==> config.mk <==
export PLATFORM = sky130hd
export DESIGN_NAME = dma_xfer_engine
export DESIGN_NICKNAME = d
export VERILOG_FILES = /design/src/rtl/dmaeng_pkg.sv /design/src/rtl/dmaeng_buf.sv /design/src/rtl/dmaeng_hostif.sv /design/src/rtl/dmaeng_seq.sv /design/src/rtl/dma_xfer_engine.sv
export SDC_FILE = /design/constraint.sdc
export NUM_CORES = 2
export LEC_CHECK = 0
export BUFFER_PORTS_ARGS = -buffer_cell sky130_fd_sc_hd__buf_2
export CORE_MARGIN = 4
export CORE_UTILIZATION = 39
export DETAILED_ROUTE_END_ITERATION = 6
export PLACE_DENSITY_LB_ADDON = 0.15
export SYNTH_ARGS = -nofsm -noshare
export SYNTH_HDL_FRONTEND = slang
export SYNTH_SLANG_ARGS = --single-unit
==> constraint.sdc <==
create_clock -name clk -period 3.1 [get_ports clk]
set_input_delay 0.31 -clock clk [delete_from_list [all_inputs] [get_ports clk]]
set_output_delay 0.31 -clock clk [all_outputs]
set_load 0.05 [all_outputs]
==> src/rtl/dmaeng_pkg.sv <==
package dmaeng_pkg;

  localparam int unsigned RIDX_CTRL  = 0;
  localparam int unsigned RIDX_START = 1;
  localparam int unsigned RIDX_COUNT = 2;
  localparam int unsigned RIDX_STAT  = 3;
  localparam int unsigned NUM_REGS   = 4;

  typedef struct packed {
    logic dir;   // 1: buffer -> bus, 0: bus -> buffer
    logic en;
  } ctrl_t;

endpackage

==> src/rtl/dmaeng_buf.sv <==
module dmaeng_buf #(
  parameter int unsigned DW = 8,
  parameter int unsigned AW = 8
) (
  input  logic          clk,
  input  logic          we,
  input  logic [AW-1:0] addr,
  input  logic [DW-1:0] wdata,
  output logic [DW-1:0] rdata
);
  localparam int unsigned DEPTH = 1 << AW;

  logic [DW-1:0] mem [DEPTH];

  always_ff @(posedge clk) begin
    if (we) mem[addr] <= wdata;
  end

  assign rdata = mem[addr];
endmodule

==> src/rtl/dmaeng_hostif.sv <==
module dmaeng_hostif
  import dmaeng_pkg::*;
#(
  parameter int unsigned DW = 8,
  parameter int unsigned AW = 8,
  parameter int unsigned CW = 8
) (
  input  logic          clk,
  input  logic          rst_n,
  input  logic          cs_n,
  input  logic          rd_n,
  input  logic          wr_n,
  input  logic          a0,
  input  logic          dma_ack_n,
  input  logic [DW-1:0] din,
  input  logic          busy,
  input  logic          done_flag,
  input  logic [AW-1:0] cur_addr,
  input  logic [CW-1:0] remaining,
  input  logic [DW-1:0] ram_rdata,
  output logic [AW-1:0] ptr_q,
  output logic [AW-1:0] start_q,
  output logic [CW-1:0] count_q,
  output logic          ctrl_wr,
  output ctrl_t         ctrl_in,
  output logic          ram_we,
  output logic          cpu_oe,
  output logic [DW-1:0] cpu_rdata
);
  logic sel, ptr_wr, dat_wr, dat_rd, is_reg;
  logic start_wr, count_wr;
  logic [DW-1:0] reg_rdata;

  assign sel    = ~cs_n & dma_ack_n;
  assign ptr_wr = sel & ~wr_n & ~a0;
  assign dat_wr = sel & ~wr_n & a0;
  assign dat_rd = sel & ~rd_n & a0;
  assign is_reg = (ptr_q < AW'(NUM_REGS));

  assign ctrl_wr  = dat_wr & (ptr_q == AW'(RIDX_CTRL));
  assign start_wr = dat_wr & (ptr_q == AW'(RIDX_START));
  assign count_wr = dat_wr & (ptr_q == AW'(RIDX_COUNT));
  assign ctrl_in  = ctrl_t'(din[1:0]);

  assign ram_we = dat_wr & ~is_reg & ~busy;
  assign cpu_oe = dat_rd & (is_reg | ~busy);

  always_comb begin
    reg_rdata = '0;
    case (ptr_q)
      AW'(RIDX_START): reg_rdata = DW'(cur_addr);
      AW'(RIDX_COUNT): reg_rdata = DW'(remaining);
      AW'(RIDX_STAT):  reg_rdata = DW'({busy, done_flag});
      default:         reg_rdata = '0;
    endcase
  end

  assign cpu_rdata = is_reg ? reg_rdata : ram_rdata;

  always_ff @(posedge clk or negedge rst_n) begin
    if (!rst_n) begin
      ptr_q   <= '0;
      start_q <= '0;
      count_q <= '0;
    end else begin
      if (ptr_wr)   ptr_q   <= din[AW-1:0];
      if (start_wr) start_q <= din[AW-1:0];
      if (count_wr) count_q <= din[CW-1:0];
    end
  end
endmodule

==> src/rtl/dmaeng_seq.sv <==
module dmaeng_seq
  import dmaeng_pkg::*;
#(
  parameter int unsigned AW = 8,
  parameter int unsigned CW = 8
) (
  input  logic          clk,
  input  logic          rst_n,
  input  logic          slave_mode,
  input  logic          ctrl_wr,
  input  ctrl_t         ctrl_in,
  input  logic [AW-1:0] start_val,
  input  logic [CW-1:0] count_val,
  input  logic          dma_ack_n,
  input  logic          rd_n,
  input  logic          wr_n,
  output logic          active,
  output logic          dir,
  output logic          beat,
  output logic [AW-1:0] cur_addr,
  output logic [CW-1:0] remaining,
  output logic          done_flag,
  output logic          done_pulse
);
  logic          active_d, dir_d, done_d, pulse_d;
  logic [AW-1:0] addr_d;
  logic [CW-1:0] cnt_d;

  assign beat = active & slave_mode & ~dma_ack_n & (dir ? ~rd_n : ~wr_n);

  always_comb begin
    active_d = active;
    dir_d    = dir;
    done_d   = done_flag;
    pulse_d  = 1'b0;
    addr_d   = cur_addr;
    cnt_d    = remaining;
    if (ctrl_wr) begin
      dir_d = ctrl_in.dir;
      if (ctrl_in.en) begin
        addr_d = start_val;
        cnt_d  = count_val;
        if (count_val == '0) begin
          active_d = 1'b0;
          done_d   = 1'b1;
          pulse_d  = 1'b1;
        end else begin
          active_d = 1'b1;
          done_d   = 1'b0;
        end
      end else begin
        active_d = 1'b0;
      end
    end else if (beat) begin
      addr_d = cur_addr + 1'b1;
      cnt_d  = remaining - 1'b1;
      if (remaining == CW'(1)) begin
        active_d = 1'b0;
        done_d   = 1'b1;
        pulse_d  = 1'b1;
      end
    end
  end

  always_ff @(posedge clk or negedge rst_n) begin
    if (!rst_n) begin
      active     <= 1'b0;
      dir        <= 1'b0;
      done_flag  <= 1'b0;
      done_pulse <= 1'b0;
      cur_addr   <= '0;
      remaining  <= '0;
    end else begin
      active     <= active_d;
      dir        <= dir_d;
      done_flag  <= done_d;
      done_pulse <= pulse_d;
      cur_addr   <= addr_d;
      remaining  <= cnt_d;
    end
  end
endmodule

==> src/rtl/dma_xfer_engine.sv <==
module dma_xfer_engine
  import dmaeng_pkg::*;
#(
  parameter int unsigned DW          = 8,
  parameter int unsigned AW          = 8,
  parameter int unsigned CW          = 8,
  parameter int unsigned SYNC_STAGES = 2
) (
  input  logic          clk,
  input  logic          rst_n,
  input  logic          slave_mode,
  input  logic          cs_n,
  input  logic          rd_n,
  input  logic          wr_n,
  input  logic          a0,
  input  logic [DW-1:0] bus_din,
  output logic [DW-1:0] bus_dout,
  output logic          bus_oe,
  input  logic          dma_ack_n,
  output logic          dma_req_n,
  output logic          xfer_done,
  output logic          done_pulse
);
  logic          rst_sync_n;
  logic          seq_active, seq_dir, seq_beat, seq_done;
  logic [AW-1:0] seq_addr, ptr_q, start_q, ram_addr;
  logic [CW-1:0] seq_remaining, count_q;
  logic          ctrl_wr, cpu_ram_we, cpu_oe, ram_we, dma_rd_beat;
  ctrl_t         ctrl_in;
  logic [DW-1:0] ram_rdata, cpu_rdata, ram_wdata;

  generate
    if (SYNC_STAGES < 2) begin : g_sync1
      logic rs_q;
      always_ff @(posedge clk or negedge rst_n) begin
        if (!rst_n) rs_q <= 1'b0;
        else        rs_q <= 1'b1;
      end
      assign rst_sync_n = rs_q;
    end else begin : g_syncn
      logic [SYNC_STAGES-1:0] rs_q;
      always_ff @(posedge clk or negedge rst_n) begin
        if (!rst_n) rs_q <= '0;
        else        rs_q <= {rs_q[SYNC_STAGES-2:0], 1'b1};
      end
      assign rst_sync_n = rs_q[SYNC_STAGES-1];
    end
  endgenerate

  dmaeng_hostif #(.DW(DW), .AW(AW), .CW(CW)) u_hostif (
    .clk(clk), .rst_n(rst_sync_n), .cs_n(cs_n), .rd_n(rd_n), .wr_n(wr_n),
    .a0(a0), .dma_ack_n(dma_ack_n), .din(bus_din), .busy(seq_active),
    .done_flag(seq_done), .cur_addr(seq_addr), .remaining(seq_remaining),
    .ram_rdata(ram_rdata), .ptr_q(ptr_q), .start_q(start_q),
    .count_q(count_q), .ctrl_wr(ctrl_wr), .ctrl_in(ctrl_in),
    .ram_we(cpu_ram_we), .cpu_oe(cpu_oe), .cpu_rdata(cpu_rdata)
  );

  dmaeng_seq #(.AW(AW), .CW(CW)) u_seq (
    .clk(clk), .rst_n(rst_sync_n), .slave_mode(slave_mode),
    .ctrl_wr(ctrl_wr), .ctrl_in(ctrl_in), .start_val(start_q),
    .count_val(count_q), .dma_ack_n(dma_ack_n), .rd_n(rd_n), .wr_n(wr_n),
    .active(seq_active), .dir(seq_dir), .beat(seq_beat),
    .cur_addr(seq_addr), .remaining(seq_remaining),
    .done_flag(seq_done), .done_pulse(done_pulse)
  );

  // Processor buffer access is refused while active, so the port is free.
  assign ram_addr    = seq_active ? seq_addr : ptr_q;
  assign ram_we      = cpu_ram_we | (seq_beat & ~seq_dir);
  assign ram_wdata   = bus_din;
  assign dma_rd_beat = seq_beat & seq_dir;

  dmaeng_buf #(.DW(DW), .AW(AW)) u_buf (
    .clk(clk), .we(ram_we), .addr(ram_addr), .wdata(ram_wdata),
    .rdata(ram_rdata)
  );

  assign bus_dout  = dma_rd_beat ? ram_rdata : cpu_rdata;
  assign bus_oe    = dma_rd_beat | cpu_oe;
  assign dma_req_n = ~(seq_active & slave_mode);
  assign xfer_done = seq_done;
endmodule

==> impl_metrics.ini <==
[floorplanning]
ioPinCount = 28
die_height_um = 464.2
core_area_sq_um = 207100
rows = 167
die_x_um = 464.2
initial_core_util_pct = 39.20
dieArea_sq_um = 215500

[synthesis]
synth_xor_area_share_pct = 0
syn_area_per_cell_sq_um = 20.08
yosys.area.top_type_share_pct = 75.76
async_flop_share_pct = 2.197
yosysMostFrequentCell = edfxtp_1
synth_compound_area_share_pct = 2.346
ys_ff_latch = 2094
netlist_area_sq_um = 81180
synth_area_leaders = edfxtp_1 (76%), mux4_2 (14%), nand2_1 (2.6%)
synth-simple-area-share_pct = 4.390
synth_cell_types = 53
yosys-top-cells-count = edfxtp_1 (2048), nand2_1 (566), mux4_2 (512)
synth_top_family_by_area = multiplexers
synthCells = 4042
synthFlopType = edfxtp_1
syn_nets = 4061
synthMuxAreaShare_pct = 14.62
yosysWarningCount = 0
synth_seq_area_share_pct = 77.18
synth.largest_area_cell = edfxtp_1
synth-edff-count = 2048
post_synth_fa_ha_maj_area_fraction_pct = 0.04624

[cells_and_area]
nets = 4876
nFillCells = 16820
layout-drive-gt1-share_pct = 38.93
syn2layout_area_growth_pct = 25.90

[power_and_ir_drop]
irDropWorstVdd_mv = 0.5380
p_clk_share_pct = 37.1
power.density_nw_per_um2 = 682.6
pwr-share-seq_pct = 44.7
leakage_nw = 32.84
p_int_mw = 51.76
sw_frac_of_total_pct = 25.80
comb_power_share_pct = 18.2
p_sw_mw = 18.00

[global_route]
antenna_found_initial = 8
grt_pass1_vias = 43420
grt_use_total_pct = 20.95
overflow = 0
grt_max_degree = 132
grt_pass1_wl_um = 325900

[outcome]
status = complete, but fails checks
violations = negative setup slack

[placed_design]
port_buffers = 27
post-place-ws_ns = -1.263
gp_congestion = 0.8315
place_hpwl_um = 143300

[timing]
finalWorstSetupSlack_ns = -1.528
worst_slew_pin_slew_ns = 1.014
slew_viol_final = 0
fin_tns_setup_ns = -17.26
fin_crit_sh_pct = 149.3
hold_viol_final = 0
max_freq_mhz = 216.1
period_minus_slack_ns = 4.628
slew_headroom_pct = 32.38
skew_ns = 0.02926
setup-violations-final = 226
rsz0062_at_grt = true

[detailed_routing]
wl_um = 227400
drtIter0Drc = 4701
wl_per_cell_um = 29.04
detail-route-antenna-nets = 0
drc_errors = 0
viasPerCell = 5.469
vias = 42830
dr.pass1.iters = 7

[setup_path]
arrival_ns = 4.32
end_kind = primary output
ff2ff_path_depth = 17
worstPathCellList = mux2_8 > buf_12 > buf_12 > buf_12 > buf_12 > mux4_2 > nand2_4 > a41oi_4 > o41ai_4 > buf_4 > o2111ai_4 > o2bb2ai_2 > buf_6
r2r_slack_ns = -0.07
critical_path_class = flip-flop to primary output
rr_endpoint = u_buf.mem[31][4]
slowest_stage = o41ai_4
cp_max_fo = 12
crit_top_cell = buf_12
slowest_delay_ns = 0.52
critPathLaunch = u_seq.active
worstSetupStartpointType = flip-flop
cp-endpoint = bus_dout[0]
rr_startpoint = u_seq.active
worst_ep_required_time_ns = 2.79

[clock_network]
htree_levels = 4
cts_tree = yes
root_buffer = clkbuf_16
insertion_delay_ns = 0.86
clkSinkCount = 2094
clock_path_buffers = 3
clk_pin_slew_ns = 0.06
cts_buffers = 217

[job]
drv_cap = 0

[worst_hold_path]
min_path_type = primary input to flip-flop
-- metal layers --
metal,GRT usage [%],vias up,share of wire (%)
met5,0,-,0
met4,5.020,0,2.2
met3,3.684,276,6.2
met2,32.50,1310,47
met1,31.00,23070,45
li1,-,18170,-
-- per-stage QoR --
stage | area, sq um | power, mW | hold slack [ns] | util (%) | cells
2_1_floorplan | 81180 | 37.68 | 0.01441 | - | 4042
3_3_place_gp | 90990 | 43.07 | 0.09576 | 43.94 | 7366
3_5_place_dp | 90990 | 43.07 | 0.09911 | 43.94 | 7366
4_1_cts | 100100 | 70.19 | 0.001650 | 48.32 | 7812
5_1_grt | 102200 | 72.29 | 0.1964 | 49.36 | 7831
6_report | 102200 | 69.76 | 0.1950 | 49.36 | 7831
-- area by class of cell --
class | instances | area (sq um) | share of cell area, %
flip-flops and latches | 2094 | 62650 | 61.30
clock inverters | 131 | 1310 | 1.282
inverters | 12 | 48.80 | 0.04775
well taps | 2788 | 3488 | 3.413
repair buffers | 839 | 9240 | 9.041
multi-input cells | 1693 | 19710 | 19.28
diodes | 3 | 7.507 | 0.007345
clock buffers | 271 | 5748 | 5.624
-- what timing repair did --
item	in CTS	in global routing
cloned	9	2
endpoints found under the hold margin	407	0
endpoints found under the setup margin	2057	1188
setup buffers	24	15
resized for setup	227	492
pin swaps	58	67
hold buffers	15	0
-- registers in the layout, summed over array words and instances (netlist names) --
name and count:
u_hostif.ptr_q 8, u_seq.cur_addr 8, u_seq.remaining 8, u_seq.dir 1
u_hostif.count_q 8, g_syncn.rs_q 2, u_seq.active 1, u_buf.mem 2048
u_hostif.start_q 8, u_seq.done_flag 1, u_seq.done_pulse 1
-- worst min-delay path by stage --
stage	from	endpoint	depth (start not counted)
6_report	dma_ack_n	u_seq.cur_addr[7]	7
2_1_floorplan	rst_n	g_syncn.rs_q[0]	0
5_1_grt	dma_ack_n	u_seq.cur_addr[2]	6
3_5_place_dp	rst_n	g_syncn.rs_q[0]	1
4_1_cts	dma_ack_n	u_seq.cur_addr[7]	6
3_3_place_gp	rst_n	g_syncn.rs_q[0]	1
-- worst max-delay path, delay by kind of cell, from the launching register on --
kind	cells	cell delay, ns
compound gates	4	0.99
buf+inv	6	0.99
flops	1	0.40
mux	2	0.92
simple gates	1	0.12
-- placed cells by master, fill, tap and decap left out, drive strengths merged, types with 7 or more instances in the layout --
cell type	netlist	final
clkbuf	132	273
clkinvlp	0	7
mux4	512	512
dlygate4sd3	0	15
o21ai	14	14
clkinv	0	95
buf	111	816
mux2	27	27
bufinv	0	22
a21oi	20	20
nand2	566	566
nor3	14	14
a41oi	129	129
edfxtp	2048	2048
nand3	16	16
inv	12	19
nor4	11	11
o2111ai	8	8
nor2	280	280
dfrtp	46	46
a22oi	10	10
a21o	7	7
o41ai	24	24
-- logic make-up after synthesis --
| group | after synthesis |
|---|---|
| buffers and inverters | 255 |
| adders and majority gates | 3 |
| other | 1 |
| and+or+nand+nor | 912 |
| AOI/OAI and AO/OA | 235 |
| DFF | 2094 |
| muxes | 542 |
-- power groups by stage --
stage                     sequential, mW  clock, mW  combinational [mW]
after floorplan                     31.8          0                5.91
after global placement              31.8          0                11.3
after detailed placement            31.8          0                11.3
after global routing                31.2       27.7                13.4
final                               31.2       25.9                12.7
after CTS                           31.2       26.4                12.6
Power figures use the tool's default switching activity.
